===== src/rtl/ycc_pkg.sv =====
package ycc_pkg;
  localparam int GAIN_FRAC = 6;
  localparam int COEF_FRAC = 10;
  localparam int C_ZERO    = 128;
  localparam int LIM_LO    = 1;
  localparam int LIM_HI    = 254;
  // matrix coefficients scaled by 2^COEF_FRAC
  localparam int K_RV = 1404;
  localparam int K_GU = 344;
  localparam int K_GV = 715;
  localparam int K_BU = 1774;

  function automatic int clip_int(input int v, input int lo, input int hi);
    if (v < lo) return lo;
    if (v > hi) return hi;
    return v;
  endfunction
endpackage


===== src/rtl/ycc_bcs.sv =====
module ycc_bcs
  import ycc_pkg::*;
#(
  parameter int W = 8
) (
  input  logic         clk_i,
  input  logic         rst_ni,
  input  logic         valid_i,
  input  logic         sol_i,
  input  logic [W-1:0] y_i,
  input  logic [W-1:0] cb_i,
  input  logic [W-1:0] cr_i,
  input  logic [W-1:0] con_i,
  input  logic [W-1:0] bri_i,
  input  logic [W-1:0] sat_i,
  output logic         valid_o,
  output logic         sol_o,
  output logic [W-1:0] y_o,
  output logic [W-1:0] cb_o,
  output logic [W-1:0] cr_o
);
  localparam int HALF = 1 << (GAIN_FRAC - 1);

  int         y_lin;
  logic [W-1:0] y_lim;

  always_comb begin
    y_lin = ((int'(y_i) * int'(con_i) + HALF) >>> GAIN_FRAC) + int'(bri_i) - C_ZERO;
    y_lim = W'(clip_int(y_lin, LIM_LO, LIM_HI));
  end

  always_ff @(posedge clk_i or negedge rst_ni) begin
    if (!rst_ni) begin
      valid_o <= 1'b0;
      sol_o   <= 1'b0;
      y_o     <= '0;
    end else begin
      valid_o <= valid_i;
      sol_o   <= sol_i;
      y_o     <= y_lim;
    end
  end

  logic [W-1:0] c_in [2];
  assign c_in[0] = cb_i;
  assign c_in[1] = cr_i;

  for (genvar k = 0; k < 2; k++) begin : g_chroma
    int           c_lin;
    logic [W-1:0] c_lim;
    logic [W-1:0] c_q;
    always_comb begin
      c_lin = (((int'(c_in[k]) - C_ZERO) * int'(sat_i) + HALF) >>> GAIN_FRAC) + C_ZERO;
      c_lim = W'(clip_int(c_lin, LIM_LO, LIM_HI));
    end
    always_ff @(posedge clk_i or negedge rst_ni) begin
      if (!rst_ni) c_q <= W'(C_ZERO);
      else         c_q <= c_lim;
    end
  end

  assign cb_o = g_chroma[0].c_q;
  assign cr_o = g_chroma[1].c_q;


  legal_range_chk: assert property (@(posedge clk_i) disable iff (!rst_ni)
    valid_o |-> (y_o >= W'(LIM_LO) && y_o <= W'(LIM_HI) &&
                 cb_o >= W'(LIM_LO) && cb_o <= W'(LIM_HI) &&
                 cr_o >= W'(LIM_LO) && cr_o <= W'(LIM_HI)));


  zero_sat_chk: assert property (@(posedge clk_i) disable iff (!rst_ni)
    (valid_i && sat_i == '0) |=> (cb_o == W'(C_ZERO) && cr_o == W'(C_ZERO)));
endmodule


===== src/rtl/ycc_matrix.sv =====
module ycc_matrix
  import ycc_pkg::*;
#(
  parameter int W = 8
) (
  input  logic         clk_i,
  input  logic         rst_ni,
  input  logic         valid_i,
  input  logic         sol_i,
  input  logic [W-1:0] y_i,
  input  logic [W-1:0] cb_i,
  input  logic [W-1:0] cr_i,
  output logic         valid_o,
  output logic         sol_o,
  output logic [W-1:0] r_o,
  output logic [W-1:0] g_o,
  output logic [W-1:0] b_o
);
  localparam int A_W  = W + 4;
  localparam int RND  = 1 << (COEF_FRAC - 1);
  localparam int VMAX = (1 << W) - 1;

  int ys, u, v;
  int r_a, g_a, b_a;

  always_comb begin
    ys  = int'(y_i) <<< COEF_FRAC;
    u   = int'(cb_i) - C_ZERO;
    v   = int'(cr_i) - C_ZERO;
    r_a = (ys + K_RV * v + RND) >>> COEF_FRAC;
    g_a = (ys - K_GU * u - K_GV * v + RND) >>> COEF_FRAC;
    b_a = (ys + K_BU * u + RND) >>> COEF_FRAC;
  end

  // stage A: unclipped sums
  logic signed [A_W-1:0] r_s, g_s, b_s;
  logic                  valid_s, sol_s;

  always_ff @(posedge clk_i or negedge rst_ni) begin
    if (!rst_ni) begin
      valid_s <= 1'b0;
      sol_s   <= 1'b0;
      r_s     <= '0;
      g_s     <= '0;
      b_s     <= '0;
    end else begin
      valid_s <= valid_i;
      sol_s   <= sol_i;
      r_s     <= A_W'(r_a);
      g_s     <= A_W'(g_a);
      b_s     <= A_W'(b_a);
    end
  end

  // stage B: clip to pixel range
  always_ff @(posedge clk_i or negedge rst_ni) begin
    if (!rst_ni) begin
      valid_o <= 1'b0;
      sol_o   <= 1'b0;
      r_o     <= '0;
      g_o     <= '0;
      b_o     <= '0;
    end else begin
      valid_o <= valid_s;
      sol_o   <= sol_s;
      r_o     <= W'(clip_int(int'(r_s), 0, VMAX));
      g_o     <= W'(clip_int(int'(g_s), 0, VMAX));
      b_o     <= W'(clip_int(int'(b_s), 0, VMAX));
    end
  end


  grey_equal_chk: assert property (@(posedge clk_i) disable iff (!rst_ni)
    (valid_i && cb_i == W'(C_ZERO) && cr_i == W'(C_ZERO)) |=> ##1
      (r_o == g_o && g_o == b_o));
endmodule


===== src/rtl/ycc_dither.sv =====
module ycc_dither #(
  parameter int W  = 8,
  parameter int OW = 5
) (
  input  logic          clk_i,
  input  logic          rst_ni,
  input  logic          valid_i,
  input  logic          sol_i,
  input  logic [W-1:0]  v_i,
  output logic [OW-1:0] q_o
);
  localparam int SH = W - OW;

  logic [SH-1:0] err_q;
  logic [SH-1:0] err_use;
  logic [W:0]    sum;
  logic [W-1:0]  sat_v;

  always_comb begin
    err_use = sol_i ? '0 : err_q;
    sum     = {1'b0, v_i} + (W+1)'(err_use);
    sat_v   = sum[W] ? '1 : sum[W-1:0];
  end

  always_ff @(posedge clk_i or negedge rst_ni) begin
    if (!rst_ni) begin
      err_q <= '0;
      q_o   <= '0;
    end else if (valid_i) begin
      err_q <= sat_v[SH-1:0];
      q_o   <= sat_v[W-1:SH];
    end
  end


  sol_no_carry_chk: assert property (@(posedge clk_i) disable iff (!rst_ni)
    (valid_i && sol_i) |=> (q_o == $past(v_i[W-1:SH])));


  full_scale_chk: assert property (@(posedge clk_i) disable iff (!rst_ni)
    (valid_i && v_i == '1) |=> (q_o == '1));
endmodule


===== src/rtl/ycc_rgb565.sv =====
module ycc_rgb565 #(
  parameter int W   = 8,
  parameter int R_W = 5,
  parameter int G_W = 6,
  parameter int B_W = 5
) (
  input  logic                 clk_i,
  input  logic                 rst_ni,
  input  logic                 in_valid_i,
  input  logic                 in_sol_i,
  input  logic [W-1:0]         y_i,
  input  logic [W-1:0]         cb_i,
  input  logic [W-1:0]         cr_i,
  input  logic [W-1:0]         contrast_i,
  input  logic [W-1:0]         bright_i,
  input  logic [W-1:0]         sat_i,
  output logic                 out_valid_o,
  output logic [R_W+G_W+B_W-1:0] rgb_o
);
  logic         b_valid, b_sol;
  logic [W-1:0] b_y, b_cb, b_cr;

  ycc_bcs #(.W(W)) u_bcs (
    .clk_i   (clk_i),
    .rst_ni  (rst_ni),
    .valid_i (in_valid_i),
    .sol_i   (in_sol_i),
    .y_i     (y_i),
    .cb_i    (cb_i),
    .cr_i    (cr_i),
    .con_i   (contrast_i),
    .bri_i   (bright_i),
    .sat_i   (sat_i),
    .valid_o (b_valid),
    .sol_o   (b_sol),
    .y_o     (b_y),
    .cb_o    (b_cb),
    .cr_o    (b_cr)
  );

  logic         m_valid, m_sol;
  logic [W-1:0] ch8 [3];

  ycc_matrix #(.W(W)) u_matrix (
    .clk_i   (clk_i),
    .rst_ni  (rst_ni),
    .valid_i (b_valid),
    .sol_i   (b_sol),
    .y_i     (b_y),
    .cb_i    (b_cb),
    .cr_i    (b_cr),
    .valid_o (m_valid),
    .sol_o   (m_sol),
    .r_o     (ch8[0]),
    .g_o     (ch8[1]),
    .b_o     (ch8[2])
  );

  for (genvar c = 0; c < 3; c++) begin : g_dith
    localparam int OW = (c == 0) ? R_W : ((c == 1) ? G_W : B_W);
    logic [OW-1:0] q;
    ycc_dither #(.W(W), .OW(OW)) u_dith (
      .clk_i   (clk_i),
      .rst_ni  (rst_ni),
      .valid_i (m_valid),
      .sol_i   (m_sol),
      .v_i     (ch8[c]),
      .q_o     (q)
    );
  end

  always_ff @(posedge clk_i or negedge rst_ni) begin
    if (!rst_ni) out_valid_o <= 1'b0;
    else         out_valid_o <= m_valid;
  end

  assign rgb_o = {g_dith[0].q, g_dith[1].q, g_dith[2].q};

  // edges since reset, for the latency window check
  logic [2:0] since_rst;
  always_ff @(posedge clk_i or negedge rst_ni) begin
    if (!rst_ni)              since_rst <= '0;
    else if (since_rst != 3'd7) since_rst <= since_rst + 3'd1;
  end


  valid_latency_chk: assert property (@(posedge clk_i) disable iff (!rst_ni)
    (since_rst >= 3'd4) |-> (out_valid_o == $past(in_valid_i, 4)));
endmodule


===== config.mk =====
export PLATFORM = sky130hd
export DESIGN_NAME = ycc_rgb565
export DESIGN_NICKNAME = d
export VERILOG_FILES = /design/src/rtl/ycc_pkg.sv /design/src/rtl/ycc_bcs.sv /design/src/rtl/ycc_matrix.sv /design/src/rtl/ycc_dither.sv /design/src/rtl/ycc_rgb565.sv
export SDC_FILE = /design/constraint.sdc
export NUM_CORES = 1
export LEC_CHECK = 0
export CAP_MARGIN = 10
export CORE_ASPECT_RATIO = 1.1
export CORE_MARGIN = 2
export CORE_UTILIZATION = 55
export CTS_CLUSTER_SIZE = 14
export DETAILED_ROUTE_END_ITERATION = 12
export PLACE_DENSITY = 0.73
export SETUP_SLACK_MARGIN = 0.1
export SLEW_MARGIN = 30
export SYNTH_ARGS = -nofsm -noshare
export SYNTH_HDL_FRONTEND = slang
export SYNTH_SLANG_ARGS = --single-unit

===== constraint.sdc =====
create_clock -name clk_i -period 21.6 [get_ports clk_i]
set_input_delay 4.32 -clock clk_i [delete_from_list [all_inputs] [get_ports clk_i]]
set_output_delay 4.32 -clock clk_i [all_outputs]
set_load 0.01 [all_outputs]

# Word level (Yosys, flattened, before mapping)
# Cells that the tools add are included.
# W data, S select, Z words.
# totals
inputBits,52
out_inout_bits,17
ff_bits,115
elab_cells,107
# op_classes
n_lt_le_gt_ge,12
addsub,21
mul,7
n_mux,45
# ops
operator,n
$mux W8,21
$add A22 B11 Y22 const B,3
$add A32 B7 Y32 const B,2
$mul A32 B9 Y32,2
$add A26 B9 Y27 const B,2
$gt A27 B9 Y1 const B,2
$lt A27 B2 Y1 const B,2
$add A19 B22 Y22,2
$gt A12 B9 Y1 const B,3
$lt A12 B1 Y1 const B,3
$sub A8 B8 Y9 const B,4
$gt A32 B9 Y1 const B,1
$lt A32 B2 Y1 const B,1
$mul A10 B32 Y20 const A,1
$mul A11 B32 Y21 const A,1
$mul A11 B32 Y22 const A,1
$mul A7 B32 Y19 const A,1
$sub A27 B9 Y28 const B,1
$sub A19 B22 Y22,1
$sub A22 B22 Y22,1
$mux W1,21
$add A8 B3 Y9,2
$add A16 B6 Y17 const B,1
$mul A8 B8 Y16,1
other kinds (4),5

# Longest topological paths before layout
# logic_depth
word_depth,9
ltp_mapped,32
depth_no_buf,32

# Cells and area by module
# From an unflattened synthesis, not the netlist that was laid out.
# hier_totals
cells_unflattened,2285
hier_area_um2,21231.6
# modules_own_cells
module,seq_area_each_um2,area_each_um2,cells_per_inst,n_inst
ycc_bcs,653.1,9841.9,1088,1
ycc_matrix,1601.5,9811.9,1029,1
ycc_dither (g_dith[0].u_dith ...),200.2,511.7,56,2
ycc_dither (g_dith[1].u_dith),200.2,529.3,55,1
ycc_rgb565,25.0,25.0,1,1

# Worst setup path before layout
# OpenSTA, ideal clock, no wires.
# synth_timing
kind,in2reg
from,input port y_i[0]
to,register u_bcs.y_o[0]
required_time_ns,21.480
arrival_ns,10.186
path_stages,28
n_path_buf,0
path_slack_ns,11.295
setup_time_ns,0.120
cell_sequence,nand2_1 fa_1 fa_1 inv_1 fa_1 fa_1 ha_1 a21o_1 nand2_1 o21ai_0 or2_2 a21oi_1 o21ai_0 nor2_1 xnor2_1 ha_1 or3_1 o211ai_1 nor2_1 nand2_1 mux2i_1 xnor2_1 and3_1 ha_1 nand3b_1 nor2_1 a32o_1 a31o_1
# synth_via
elab_chain_len,9
word_cells_on_any_way,13
classes_between,3 x add/sub; 1 x mul; 2 x order compare; 7 x mux
# synth_rtl
element,line,text
from (decl),ycc_rgb565.sv:11,"input logic [W-1:0] y_i,"
$mul A8 B8 Y16 (*),ycc_bcs.sv:28,y_lin = ((int'(y_i) * int'(con_i) + HALF) >>> GAIN_FRAC) + int'(bri_i) - C_ZERO;
$add A16 B6 Y17 (*),ycc_bcs.sv:28,
$add A11 B8 Y12 (*),ycc_bcs.sv:28,
$sub A27 B9 Y28 (*),ycc_bcs.sv:28,
$lt A32 B2 Y1 / $gt A32 B9 Y1 (equally long branches),"ycc_pkg.sv:14, ycc_pkg.sv:15",
"$mux W1, on equally long branches","ycc_pkg.sv:14, ycc_pkg.sv:15",
$mux W8 / $mux W1 (equally long branches),ycc_pkg.sv:15,if (v > hi) return hi;
$mux W8,ycc_pkg.sv:16,return v;
$mux W8 (*),ycc_pkg.sv:15,
named net u_bcs.y_lim[0],ycc_bcs.sv:25,logic [W-1:0] y_lim;
to (signal assigned),ycc_bcs.sv:40,y_o <= y_lim;
to (decl),ycc_bcs.sv:18,"output logic [W-1:0] y_o,"
# The timed path passes the listed nets; every way through them passes the cells marked *. The select of a mux whose other input is x is not followed.
# A chain may end at the register's enable or synchronous reset.

# Worst setup path after layout
# layout_timing
from,input port contrast_i[2]
to,register u_bcs.y_o[2]
# layout_via
elab_chain_len,9
word_cells_on_any_way,12
classes_between,3 x add/sub; 1 x mul; 2 x order compare; 6 x mux
# layout_rtl
element,line,text
from (decl),ycc_rgb565.sv:14,"input logic [W-1:0] contrast_i,"
$mul A8 B8 Y16 (*),ycc_bcs.sv:28,
$add A16 B6 Y17 (*),ycc_bcs.sv:28,
$add A11 B8 Y12 (*),ycc_bcs.sv:28,
$sub A27 B9 Y28 (*),ycc_bcs.sv:28,
$gt A32 B9 Y1,ycc_pkg.sv:15,
$mux W1 (2 in series),ycc_pkg.sv:15,
$mux W8,ycc_pkg.sv:16,
$mux W8 (*),ycc_pkg.sv:15,
named net u_bcs.y_lim[2],ycc_bcs.sv:25,
# Marked as above.

==> impl_results.md <==
- Clock-pin slew on the worst setup and hold paths: about 60 ps
- RSZ-0062 raised after global routing: no
- Crit path launch type: input pin
- Syn-to-layout area delta: 8.961%
- Simple-gate share of the synthesized area: 13.56%
- Num CTS Buffers: 17
- Antenna diode count: 0
- Xor/xnor share of the synthesized area: ~5.2%
- Crit path arrival time: 11,430 ps
- Final antenna-violating net count: 0
- Maximum number of pins on one net before global-route repair: 84
- DR pass1 iterations: 4
- Synthesized instance count: between 2,000 and 2,500
- Cell row count: between 70 and 80
- Overall Global Routing Usage: about 22%
- Total negative slack for setup checks: 0 ps
- Area fraction in compound gates after synthesis: under 10%
- Max-cap violation count: 0
- Fraction of layout cells with a size suffix above 1: around 3.7%
- Hold violation total from the final report: 0
- Synth Area in Adders: about half
- Max Root-Sink Buffers: 2
- Routed WL: ~41 mm
- Remaining DRCs: 0
- Skew-Pair Late Insertion Delay: 430 ps
- Area fraction of the dominant cell type after synthesis: 25.73%
- Share of the cycle needed by the critical path after routing: 51.58%
- Effective utilization at floorplan: roughly 56%
- Total nets after synthesis: approximately 2,900
- Congestion Overflow GR: 0
- Width of the die: 187.6 µm
- Wire length of the first global-routing pass: 70.70 mm
- CP max stage delay: between 600 and 700 ps
- Final setup violation count: 0
- Root Driver: clkbuf_16
- Detailed route wirelength on metal2: slightly above 20 mm
- Min Clock Period, post-route: 11,140 ps
- Overall die height: 205.9 µm
- Initial antenna violation count: 0
- Maximum clock skew at final layout: 14.16 ps
- Final net count: 2,936
- Mapped Area: around 20,000 µm²
- Leading register cell type out of synthesis: dfrtp_1
- Drt initial violations: approximately 540
- Most common cell after layout, fill and taps aside: inv_1
- EDFF count, synth: 0
- Via count of the first global-routing pass: 15,480
- Met3 Routed Length: around 1.1 mm
- Largest area contributor in the netlist: fa_1
- Ys async rst share: 100.0%
- Main combinational cell family by area after synthesis: adder cells
- Final cell area excluding filler cells: around 22,000 µm²
- Number of sinks driven by the clock tree: ~120
- Boundary Pins: between 60 and 70
- Cts hold-fix bufs: 0
- Number of H-tree levels: 4
- Worst Setup End Kind: flip-flop
- Register bit total from synthesis: 115
- Critical-path top delay cell: clkdlybuf4s50_1
- Slew at the pin with the worst max-slew slack: 791.8 ps
- Commonest cells after routing, fill and taps aside: inv_1, ha_1, fa_1
- Sequential area share after synthesis: between 10% and 20%
- Outcome: complete, no violations
- Top Metal Used: met4
- Type of the worst min-delay path: reg2reg
- Distinct cell type count after synthesis: 84
- Vias per cell: 5.245
- Via total after detailed routing: 14,450
- Final number of max-transition violations: 0
- Post-CTS Resized: 0
- Worst max-slew margin expressed relative to the limit: a little under half
- Crit-path most repeated cell: ha_1
- Synth area leaders: fa_1, ha_1, dfrtp_1, inv_1, xnor2_1
- Maximum fanout count along the critical path: 8
- Mux share of post-synthesis cell area: less than 1%
- Post-CTS repair timing setup buffer count: 0
- Classification of the worst setup path: in2reg
- Post-detailed-route wirelength per cell: approximately 15 µm
- DP Area: 21,620 µm²
- Standard cell core area: approximately 36,000 µm²
- M1 wire length: roughly 18 mm
- Avg Synthesized Cell Area: 9.338 µm²
- GP Congestion: a little under 0.9
- Highest achievable clock rate: around 90 MHz
- Area of the die: between 30,000 and 40,000 µm²
- Endpoint required time on the critical path: between 20,000 and 25,000 ps
- Yosys synthesis warning count: 0
- CTS tree: done
- Number of port buffers: slightly below 70
- Post-detail-place hpwl: ~35 mm
- Number of filler instances in the final layout: around 3,000
-- worst max-delay path: cells and delay by family --
| kind | cells | cell delay, ps |
|---|---|---|
| AND/OR/NAND/NOR | 7 | 1440 |
| adder cells (fa/ha/maj) | 8 | 2810 |
| buffers and inverters | 3 | 780 |
| AO/OA/AOI/OAI | 9 | 1920 |
| XOR/XNOR | 1 | 150 |
-- logic make-up (layout without fill, tap and decap cells) --
family / Yosys count / in the layout
compound gates: 286 / 286
xor+xnor: 119 / 119
fa+ha+maj: 631 / 631
buf+inv: 476 / 560
flops: 115 / 115
mux: 12 / 12
simple gates: 544 / 544
-- final timing paths --
kind	from	endpoint	slack, ps	cells past startpoint
worst max register to register	u_bcs.cb_o[7]	u_matrix.g_s[9]	13840	32
worst min-delay path	u_matrix.valid_s	u_matrix.valid_o	340	0
worst min register to register	u_matrix.valid_s	u_matrix.valid_o	340	0
max in group asynchronous	rst_ni	u_matrix.g_o[0]	16740	2
worst max-delay path	contrast_i[2]	u_bcs.y_o[2]	10460	28
min in group asynchronous	rst_ni	g_dith[0].u_dith.err_q[1]	3810	1
-- cell usage after synthesis, types with 29 or more instances --
library cell and n:
nand2_1 118, xor2_1 41, xnor2_1 75, o21ai_0 47, nand2b_1 29, and2_1 102, a21oi_1 90, inv_1 455
fa_1 262, nor2_1 147, nor2b_1 30, ha_1 368, dfrtp_1 113
-- flip-flops by register name, indices dropped and copies added, names as in the netlist --
signal	count
g_dith.u_dith.q_o	16
u_matrix.b_s	12
u_matrix.g_s	12
u_matrix.r_s	12
g_dith.u_dith.err_q	8
u_bcs.cb_o	8
u_bcs.cr_o	8
u_bcs.y_o	8
u_matrix.b_o	8
u_matrix.g_o	8
u_matrix.r_o	8
out_valid_o	1
u_bcs.sol_o	1
u_bcs.valid_o	1
u_matrix.sol_o	1
u_matrix.sol_s	1
u_matrix.valid_o	1
u_matrix.valid_s	1
-- layout make-up --
class	instances	area (µm²)	share of cell area, %
Clock buffer	17	425.4	1.915
Multi-Input combinational cell	1592	15720	70.76
Tap cell	487	609.3	2.743
Inverter	458	1719	7.740
Clock inverter	15	162.7	0.7323
Sequential cell	115	2880	12.97
Timing Repair Buffer	70	696.9	3.138
-- layer usage --
layer / GRT usage [%] / vias up
met5: 0 / -
met4: 7.368 / 0
met3: 2.394 / 75
met2: 41.59 / 215
met1: 26.95 / 7003
li1: - / 7153
-- through the flow --
stage | setup slack [ps] | util (%) | hold slack [ps] | instances
after floorplan | 11290 | - | 331.2 | 2183
after global placement | 10320 | 59.47 | 332.4 | 2722
after detailed placement | 10050 | 59.48 | 337.1 | 2722
after CTS | 10470 | 61.10 | 347.0 | 2754
after global routing | 9934 | 61.10 | 348.7 | 2754
final | 10460 | 61.10 | 342.0 | 2754
Power is not shown: default switching activity piles up to over one toggle a cycle in this logic, so the estimate is an artifact.
